**config.mk**
```make
export PLATFORM = sky130hd
export DESIGN_NAME = fp_round_unit
export DESIGN_NICKNAME = d
export VERILOG_FILES = /design/src/rtl/fp_round_pkg.sv /design/src/rtl/fp_round_ctrl.sv /design/src/rtl/fp_round_dp.sv /design/src/rtl/fp_round_unit.sv
export SDC_FILE = /design/constraint.sdc
export NUM_CORES = 1
export LEC_CHECK = 0
export BUFFER_PORTS_ARGS = -buffer_cell sky130_fd_sc_hd__buf_2
export CAP_MARGIN = 25
export CORE_MARGIN = 2
export CORE_UTILIZATION = 45
export DETAILED_ROUTE_END_ITERATION = 6
export GPL_ROUTABILITY_DRIVEN = 0
export PLACE_DENSITY = 0.81
export SLEW_MARGIN = 40
export SYNTH_ARGS = -nofsm -noshare
export SYNTH_HDL_FRONTEND = slang
export SYNTH_SLANG_ARGS = --single-unit
```
**constraint.sdc**
```tcl
create_clock -name clk -period 0.8 [get_ports clk]
set_input_delay 0.04 -clock clk [delete_from_list [all_inputs] [get_ports clk]]
set_output_delay 0.04 -clock clk [all_outputs]
set_load 0.005 [all_outputs]
```
**src/rtl/fp_round_pkg.sv**
```systemverilog
package fp_round_pkg;

  typedef enum logic [1:0] {
    RM_NEAREST = 2'b00,
    RM_TOZERO  = 2'b01,
    RM_UP      = 2'b10,
    RM_DOWN    = 2'b11
  } roundMode_e;

  // Bits the datapath exposes to the rounding decision
  typedef struct packed {
    logic guard;
    logic round;
    logic sticky;
    logic lsb;
  } grsView_t;

  // Strobes the decision logic hands back to the datapath
  typedef struct packed {
    logic incr;
    logic inexact;
  } roundStrobe_t;

endpackage

```
**src/rtl/fp_round_ctrl.sv**
```systemverilog
module fp_round_ctrl
  import fp_round_pkg::*;
(
  input  roundMode_e   mode,
  input  logic         sign,
  input  grsView_t     view,
  output roundStrobe_t strobe
);

  logic lostBits;

  always_comb begin
    lostBits       = view.guard | view.round | view.sticky;
    strobe.inexact = lostBits;
    unique case (mode)
      RM_NEAREST: strobe.incr = view.guard & (view.round | view.sticky | view.lsb);
      RM_TOZERO:  strobe.incr = 1'b0;
      RM_UP:      strobe.incr = lostBits & ~sign;
      RM_DOWN:    strobe.incr = lostBits & sign;
      default:    strobe.incr = 1'b0;
    endcase
  end

  always_comb begin

    if (mode == RM_TOZERO) tozero_trunc_chk: assert (!strobe.incr);

    if (mode == RM_NEAREST && !view.guard) nearest_low_chk: assert (!strobe.incr);
  end

endmodule

```
**src/rtl/fp_round_dp.sv**
```systemverilog
module fp_round_dp
  import fp_round_pkg::*;
#(
  parameter int SIG_W    = 53,
  parameter int SGL_W    = 24,
  parameter int EXP_W    = 12,
  parameter int DBL_EMAX = 2046,
  parameter int SGL_EMAX = 254
) (
  input  logic             isSingle,
  input  logic [SIG_W-1:0] sigIn,
  input  logic [EXP_W-1:0] expIn,
  input  logic             gIn,
  input  logic             rIn,
  input  logic             xIn,
  input  roundStrobe_t     strobe,
  output grsView_t         view,
  output logic [SIG_W-1:0] sigOut,
  output logic [EXP_W-1:0] expOut,
  output logic             ovf
);

  localparam int DROP = SIG_W - SGL_W;
  localparam logic [SIG_W-1:0] SGL_MASK = {{SGL_W{1'b1}}, {DROP{1'b0}}};
  localparam logic [SIG_W:0]   DBL_ULP  = (SIG_W+1)'(1);
  localparam logic [SIG_W:0]   SGL_ULP  = (SIG_W+1)'(1) << DROP;
  localparam logic [EXP_W:0]   DBL_LIM  = (EXP_W+1)'(DBL_EMAX);
  localparam logic [EXP_W:0]   SGL_LIM  = (EXP_W+1)'(SGL_EMAX);
  localparam logic [SIG_W-1:0] TOP_ONE  = {1'b1, {(SIG_W-1){1'b0}}};

  logic [SIG_W-1:0] keptSig;
  logic [SIG_W:0]   addend;
  logic [SIG_W:0]   sumSig;
  logic [SIG_W-1:0] shiftSig;
  logic             carryOut;
  logic [EXP_W:0]   expWide;
  logic [EXP_W:0]   expLim;

  // guard/round/sticky extraction, position set by target precision
  always_comb begin
    if (isSingle) begin
      view.guard  = sigIn[DROP-1];
      view.round  = sigIn[DROP-2];
      view.sticky = (|sigIn[DROP-3:0]) | gIn | rIn | xIn;
      view.lsb    = sigIn[DROP];
    end else begin
      view.guard  = gIn;
      view.round  = rIn;
      view.sticky = xIn;
      view.lsb    = sigIn[0];
    end
  end

  // increment at the last retained place, then renormalize on carry
  always_comb begin
    keptSig  = isSingle ? (sigIn & SGL_MASK) : sigIn;
    addend   = strobe.incr ? (isSingle ? SGL_ULP : DBL_ULP) : '0;
    sumSig   = {1'b0, keptSig} + addend;
    carryOut = sumSig[SIG_W];
    shiftSig = carryOut ? sumSig[SIG_W:1] : sumSig[SIG_W-1:0];
    sigOut   = isSingle ? (shiftSig & SGL_MASK) : shiftSig;
  end

  always_comb begin
    expWide = {1'b0, expIn} + (EXP_W+1)'(carryOut);
    expOut  = expWide[EXP_W-1:0];
    expLim  = isSingle ? SGL_LIM : DBL_LIM;
    ovf     = carryOut && (expWide > expLim);
  end

  always_comb begin

    if (carryOut) carry_renorm_chk: assert (sigOut == TOP_ONE);

    if (isSingle) single_mask_chk: assert (sigOut[DROP-1:0] == '0);

    if (!strobe.inexact) exact_pass_chk: assert (sigOut == sigIn && expOut == expIn);

    if (ovf) ovf_needs_inexact_chk: assert (strobe.inexact && strobe.incr);
  end

endmodule

```
**src/rtl/fp_round_unit.sv**
```systemverilog
module fp_round_unit
  import fp_round_pkg::*;
#(
  parameter int SIG_W    = 53,
  parameter int SGL_W    = 24,
  parameter int EXP_W    = 12,
  parameter int DBL_EMAX = 2046,
  parameter int SGL_EMAX = 254,
  parameter bit OUT_REG  = 1'b1
) (
  input  logic             clk,
  input  logic             rst_n,
  input  logic [1:0]       modeIn,
  input  logic             isSingle,
  input  logic             signIn,
  input  logic [SIG_W-1:0] sigIn,
  input  logic [EXP_W-1:0] expIn,
  input  logic             gIn,
  input  logic             rIn,
  input  logic             xIn,
  output logic [SIG_W-1:0] sigOut,
  output logic [EXP_W-1:0] expOut,
  output logic             inexactOut,
  output logic             ovfOut
);

  grsView_t         view;
  roundStrobe_t     strobe;
  logic [SIG_W-1:0] sigNext;
  logic [EXP_W-1:0] expNext;
  logic             ovfNext;

  fp_round_ctrl u_ctrl (
    .mode   (roundMode_e'(modeIn)),
    .sign   (signIn),
    .view   (view),
    .strobe (strobe)
  );

  fp_round_dp #(
    .SIG_W    (SIG_W),
    .SGL_W    (SGL_W),
    .EXP_W    (EXP_W),
    .DBL_EMAX (DBL_EMAX),
    .SGL_EMAX (SGL_EMAX)
  ) u_dp (
    .isSingle (isSingle),
    .sigIn    (sigIn),
    .expIn    (expIn),
    .gIn      (gIn),
    .rIn      (rIn),
    .xIn      (xIn),
    .strobe   (strobe),
    .view     (view),
    .sigOut   (sigNext),
    .expOut   (expNext),
    .ovf      (ovfNext)
  );

  generate
    if (OUT_REG) begin : g_reg
      always_ff @(posedge clk or negedge rst_n) begin
        if (!rst_n) begin
          sigOut     <= '0;
          expOut     <= '0;
          inexactOut <= 1'b0;
          ovfOut     <= 1'b0;
        end else begin
          sigOut     <= sigNext;
          expOut     <= expNext;
          inexactOut <= strobe.inexact;
          ovfOut     <= ovfNext;
        end
      end


      ovf_flag_chk: assert property (@(posedge clk) disable iff (!rst_n)
        ovfOut |-> (inexactOut && sigOut[SIG_W-1] && sigOut[SIG_W-2:0] == '0));
    end else begin : g_comb
      always_comb begin
        sigOut     = sigNext;
        expOut     = expNext;
        inexactOut = strobe.inexact;
        ovfOut     = ovfNext;
      end
    end
  endgenerate

endmodule

```
Word level (Yosys, flattened, before mapping) --
Cells that the tools add are included.
Storage, ports and cells: word-level logic and storage cells 32, register bits after elaboration 67, input bits 74
Operators by class: magnitude comparators 1, equality and inequality tests 3, bitwise operators 11, reductions and logical operators 3, add/sub/neg operators 2, mux-type cells 8
Operators with widths (number):
- 29-bit 2-to-1 mux | 2
- 53-bit by 54-bit adder with 54-bit output | 1
- 54-bit 2-to-1 mux | 1
- 53-bit 2-to-1 mux | 1
- 30-bit 2-to-1 mux | 1
- 27-bit OR reduction | 1
- 12-bit by 1-bit adder with 13-bit output | 1
- 13-bit > comparator | 1
- 11-bit 2-to-1 mux | 1
- 1-bit bitwise OR | 7
- 2-bit equality test, second input constant | 2
- 4-bit 2-to-1 mux | 1
- 1-bit case mux with 4 select lines | 1
- 1-bit bitwise AND | 3
- 2-bit by 1-bit equality test with 1-bit output, second input constant | 1
- 2-bit logical NOT | 1
- 1-bit logical AND | 1
- 1-bit NOT | 1

Depth between registers and ports, before layout --
word-level depth 14, gate-level depth with buffers 28, mapped depth without buffers 25

Cells and area by module --
From an unflattened synthesis, not the netlist that was laid out.
Unflattened totals: cells, all modules 455, area total of the unflattened synthesis 4207.8 µm²
By module, submodules not included:
- fp_round_dp | area each 2468.6 µm², seq. area each 0.0 µm², cells each 380, times used 1
- fp_round_unit | area each 1676.6 µm², seq. area each 1676.6 µm², cells each 67, times used 1
- fp_round_ctrl | area each 62.6 µm², seq. area each 0.0 µm², cells each 8, times used 1

Worst setup path before layout --
No wires, ideal clock.
path kind input-to-reg, start input sigIn[17], end register ovfOut, path buffers 3, arrival 4.447 ns, library setup time 0.124 ns, path slack -3.771 ns, data required time 0.676 ns, stages on the path 26, cells stage by stage buf_6 > nor4_1 > nand4_1 > or3_1 > a31oi_1 > o31a_1 > nor2_1 > ha_1 > and3_1 > nand3_1 > o21ai_2 > nand2_2 > inv_2 > buf_4 > buf_2 > ha_1 > ha_1 > nand3_1 > nor2_1 > xor2_1 > ha_1 > nand4_1 > and4b_1 > nand4_1 > mux2i_1 > a21oi_1
On the way: word-level cells in the longest chain between the ends 14, elaborated cells on any way between the ends 18, classes of those cells add/sub (2); order compare (1); mux (4); bitwise (9); reduce/logical (2)
Ends and longest elaborated chain:
- start: declaration | line fp_round_unit.sv:16 | input logic [SIG_W-1:0] sigIn,
- 27-bit OR reduction | line fp_round_dp.sv:44 | view.sticky = (|sigIn[DROP-3:0]) | gIn | rIn | xIn;
- 1-bit bitwise OR (3 in a row) | line fp_round_dp.sv:44
- 4-bit 2-to-1 mux | line fp_round_dp.sv:41 | if (isSingle) begin
- 1-bit bitwise OR (2 in a row) | line fp_round_ctrl.sv:16 | RM_NEAREST: strobe.incr = view.guard & (view.round | view.sticky | view.lsb);
- 1-bit bitwise AND | line fp_round_ctrl.sv:16
- 1-bit case mux with 4 select lines | line fp_round_ctrl.sv:15 | unique case (mode)
- 54-bit 2-to-1 mux | line fp_round_dp.sv:57 | addend = strobe.incr ? (isSingle ? SGL_ULP : DBL_ULP) : '0;
- 53-bit by 54-bit adder with 54-bit output * | line fp_round_dp.sv:58 | sumSig = {1'b0, keptSig} + addend;
- 12-bit by 1-bit adder with 13-bit output * | line fp_round_dp.sv:65 | expWide = {1'b0, expIn} + (EXP_W+1)'(carryOut);
- named net expNext[10] | line fp_round_unit.sv:30 | logic [EXP_W-1:0] expNext;
- 13-bit > comparator * | line fp_round_dp.sv:68 | ovf = carryOut && (expWide > expLim);
- 1-bit logical AND * | line fp_round_dp.sv:68
- named net ovfNext | line fp_round_unit.sv:31 | logic ovfNext;
- end signal: assignment | line fp_round_unit.sv:72 | ovfOut <= ovfNext;
- end: declaration | line fp_round_unit.sv:24 | output logic ovfOut
The timed path passes the listed nets; every way through them passes the cells marked *.

Final worst setup path --
start input sigIn[5], end register ovfOut
The elaborated chain is that of the path after synthesis.

==> results.txt <==
----------------------------------------------------
[Run status]
  Run status ... complete, but fails checks
  Violations in the final reports ... negative hold slack, negative setup slack

[Floorplanning]
  Number of I/O pins ... ~140
  # rows ... 34
  Die Outline Area ... ~9900 um^2
  Y dimension of the die ... 99.56 um
  Overall die width ... approximately 100 um
  Area of the placeable core ... between 8000 and 9000 um^2
  Starting density of the core ... between 40% and 50%

[Timing]
  Sum of negative setup slack ... -152.65 ns
  Highest clock rate ... roughly 250 MHz
  Share of the clock period used by the worst path after layout ... 503.0%
  Shortest period the worst path allows ... a little over 4 ns
  Relative max-transition margin ... 60.00%
  Tightest hold margin ... -0.02852 ns
  RSZ-0062 raised after global routing ... true
  Worst-margin pin slew ... between 0.5 and 0.6 ns
  Pins over their slew limit ... 0
  Final Hold Vio Count ... 1
  Final setup margin ... -3.224 ns
  Final setup violation count ... 134

[Logic synthesis]
  Largest area contributor in the netlist ... dfrtp_1
  Syn Nets ... 531
  Sequential cell area fraction in the yosys report ... roughly 40%
  Number of warnings printed during yosys synthesis ... 0
  Top post-synthesis cells by area ... dfrtp_1 (41%), xor2_1 (5.5%), xnor2_1 (5.1%)
  Mux cell area share after synthesis ... between 1.5 and 2%
  Compound-Gate Fraction of Synth Area ... 12.24%
  Post-synthesis async set-or-reset flop share ... 100.0%
  Count of unique library cells instantiated by Yosys ... roughly 60
  Count of state elements after synthesis ... 67
  Post-synth design cell area ... ~4100 um^2
  Syn_area_per_cell ... slightly above 9 um^2
  Synth top area share ... 40.80%
  Dominant register cell in the synthesized netlist ... dfrtp_1
  Dominant combinational cell family by area after synthesis ... simple AND/OR/NAND/NOR gates
  Mapped Cells ... about 450
  Number of synthesized flops with an enable pin ... 0
  XOR/XNOR Fraction of Synth Area ... a little over a tenth
  Area share of fa/ha/maj cells after synthesis ... 2.436%
  Post-synthesis share of cell area spent on and, or, nand and nor gates ... 27.31%

[Clock tree]
  H-tree levels ... 3
  Bufs on Longest Clock Path ... 2
  Clock buffers created by TritonCTS ... 9
  Clock tree from TritonCTS ... yes
  Sink Count ... 67
  Clock slew seen by the registers of the worst setup and hold paths ... 0.09 ns
  Number of hold buffers added after cts ... 4
  Master cell of the clock root buffer ... clkbuf_8

[Power]
  Internal Power ... slightly above 6000 uW
  Static power due to leakage ... between 0.003 and 0.004 uW
  Sw Share ... ~28%
  Areal power density over the cells ... roughly 1300 nW/um^2
  Switching power summed over all nets ... about 2400 uW
  Worst vdd ir ... around 1.1 mV
  Sequential share of power ... 42.1%
  Post-layout total power ... 8573 uW
  Power share of the combinational group ... 21.1%
  Clock group share of total power ... between 30% and 40%

[Layout]
  Cell Count, Final, Fillers Out ... between 800 and 900
  Layout cell share with drive strength beyond 1 ... 52.09%
  Post-route cell area ... 6798 um^2
  Area growth from synthesis to final layout ... 65.44%
  Number of fillers in the final layout ... 530
  Leading cell types in the layout, fill and taps excluded ... buf_4 (141), buf_2 (135), dfrtp_1 (67)
  Layout Nets ... around 820
  Count of inserted antenna diode cells ... 0
  Most common cell after layout, fill and taps aside ... buf_4

[Critical path]
  Critical Path End Type ... flop
  Arrival @ worst endpoint ... 4.26 ns
  Worst-path maximum fanout ... 3
  Endpoint required time on the critical path ... roughly 1.0 ns
  Worst Setup Start Kind ... input port
  Critical Setup Path Class ... input port to flop

[Drt]
  Number of DRC violations after detailed-routing iteration 0 ... 311
  Top sig layer ... met4
  Length of the first detailed-routing pass in iterations ... 6
  Via total after detailed routing ... 5072
  Met1 WL ... 5841 um
  Detail Route met3 WL ... 1270 um
  Routed vias/inst ... approximately 6
  Post-route ant nets ... 0
  Remaining design rule violation count ... 0
  Detail Route met2 WL ... about 8500 um
  Total length of routed wires ... about 16000 um
  Average detailed-routed wire length per instance ... 19.39 um

[Flow run]
  Number of max-cap violations ... 0

[Place]
  Input/output buffers ... 140
  Placed Cells ... 804
  Cell area reported after detailed placement ... 5861 um^2
  Post-DP HPWL ... between 10000 and 15000 um

[Global route]
  Total overflow reported by the global router ... 0
  First-pass GRT wire length ... about 23000 um
  Maximum number of pins on one net before global-route repair ... 68
  Vias in the first global route ... between 4000 and 5000
  Number of antenna violations at the first check in global routing ... 0
  Total global routing track utilization ... 28.97%

[Hold path]
  Worst hold stages ... 2
  Worst hold-check path type ... input port to flop

----------------------------------------------------
-- cells in the mapped netlist, types with 3 or more instances --
master	n
a211oi_1	16
a21oi_1	14
a31o_2	3
a31oi_1	4
and2_1	3
and3_1	11
and4_1	4
and4b_1	3
buf_2	7
buf_6	5
clkbuf_1	3
dfrtp_1	67
ha_1	8
inv_1	5
mux2i_1	7
nand2_1	54
nand3_1	36
nand4_1	23
nor2_1	43
nor2b_1	4
nor3_1	7
nor4_1	11
o211ai_1	3
o21ai_0	9
o31ai_1	3
xnor2_1	24
xor2_1	26
-- flip-flops by register name, summed over array words and instances, names as in the netlist --
| register | cells |
|---|---|
| sigOut | 53 |
| expOut | 12 |
| ovfOut | 1 |
| inexactOut | 1 |
-- layout make-up --
cell class	instances	area [um^2]	area share (%)
inverters	7	28.78	0.4233
clock buffers	12	165.2	2.430
clock inverters	4	56.30	0.8283
multi-input cells	354	2736	40.25
flip-flops and latches	67	1677	24.66
repair buffers	297	1999	29.41
well taps	108	135.1	1.988
-- critical path, cell delays in order --
cell     delay (ns)
buf_2          0.11
nor4_2         0.27
nand4_1        0.22
or3_4          0.45
a31oi_4        0.18
o31a_1         0.23
nor2_2         0.06
ha_1           0.29
and3_4         0.20
nand3_4        0.09
o21ai_4        0.20
nand2_4        0.08
inv_4          0.07
ha_4           0.15
and3_4         0.21
nand3_4        0.09
xnor2_2        0.17
ha_1           0.33
nand4_1        0.14
and4b_1        0.27
nand4_1        0.12
mux2i_1        0.20
a21oi_1        0.10
-- power groups by stage --
| stage | Clock (uW) | Sequential [uW] | Combinational (uW) |
|---|---|---|---|
| floorplan | 0 | 3700 | 499 |
| global placement | 0 | 3660 | 1470 |
| detailed placement | 0 | 3670 | 1530 |
| CTS | 3110 | 3600 | 1630 |
| global route | 3320 | 3620 | 1920 |
| finish | 3160 | 3610 | 1810 |
-- layer usage --
layer	vias up	global-route usage [%]
met5	-	0
met4	0	12.96
met3	86	5.552
met2	341	52.44
met1	2439	33.00
li1	2206	-
-- logic make-up after synthesis --
family          Yosys count
simple gates            216
compound gates           72
flops                    67
xor+xnor                 50
buf+inv                  28
mux                       8
fa+ha+maj                 8
-- final timing paths --
kind / from / end / slack (ns)
max in group asynchronous: rst_n / sigOut[34]$_DFF_PN0_ / 0.26
worst max-delay path: sigIn[5] / ovfOut$_DFF_PN0_ / -3.22
worst min-delay path: expIn[0] / expOut[0]$_DFF_PN0_ / -0.03
min in group asynchronous: rst_n / expOut[3]$_DFF_PN0_ / 0.23
-- per-stage QoR --
| step | worst slack (ns) | utilization [%] |
|---|---|---|
| 2_1_floorplan | -3.337 | - |
| 4_1_cts | -2.964 | 73.49 |
| 3_5_place_dp | -3.425 | 66.55 |
| 3_3_place_gp | -3.180 | 66.55 |
| 5_1_grt | -3.299 | 77.20 |
| 6_report | -3.224 | 77.20 |
-- repair_timing --
item / 4_1_cts / 5_1_grt
buffers inserted: 13 / 18
pin swaps: 34 / 29
resized for setup: 52 / 43
setup endpoints to repair: 134 / 134
hold endpoints to repair: 73 / 1
Power figures use the tool's default switching activity.
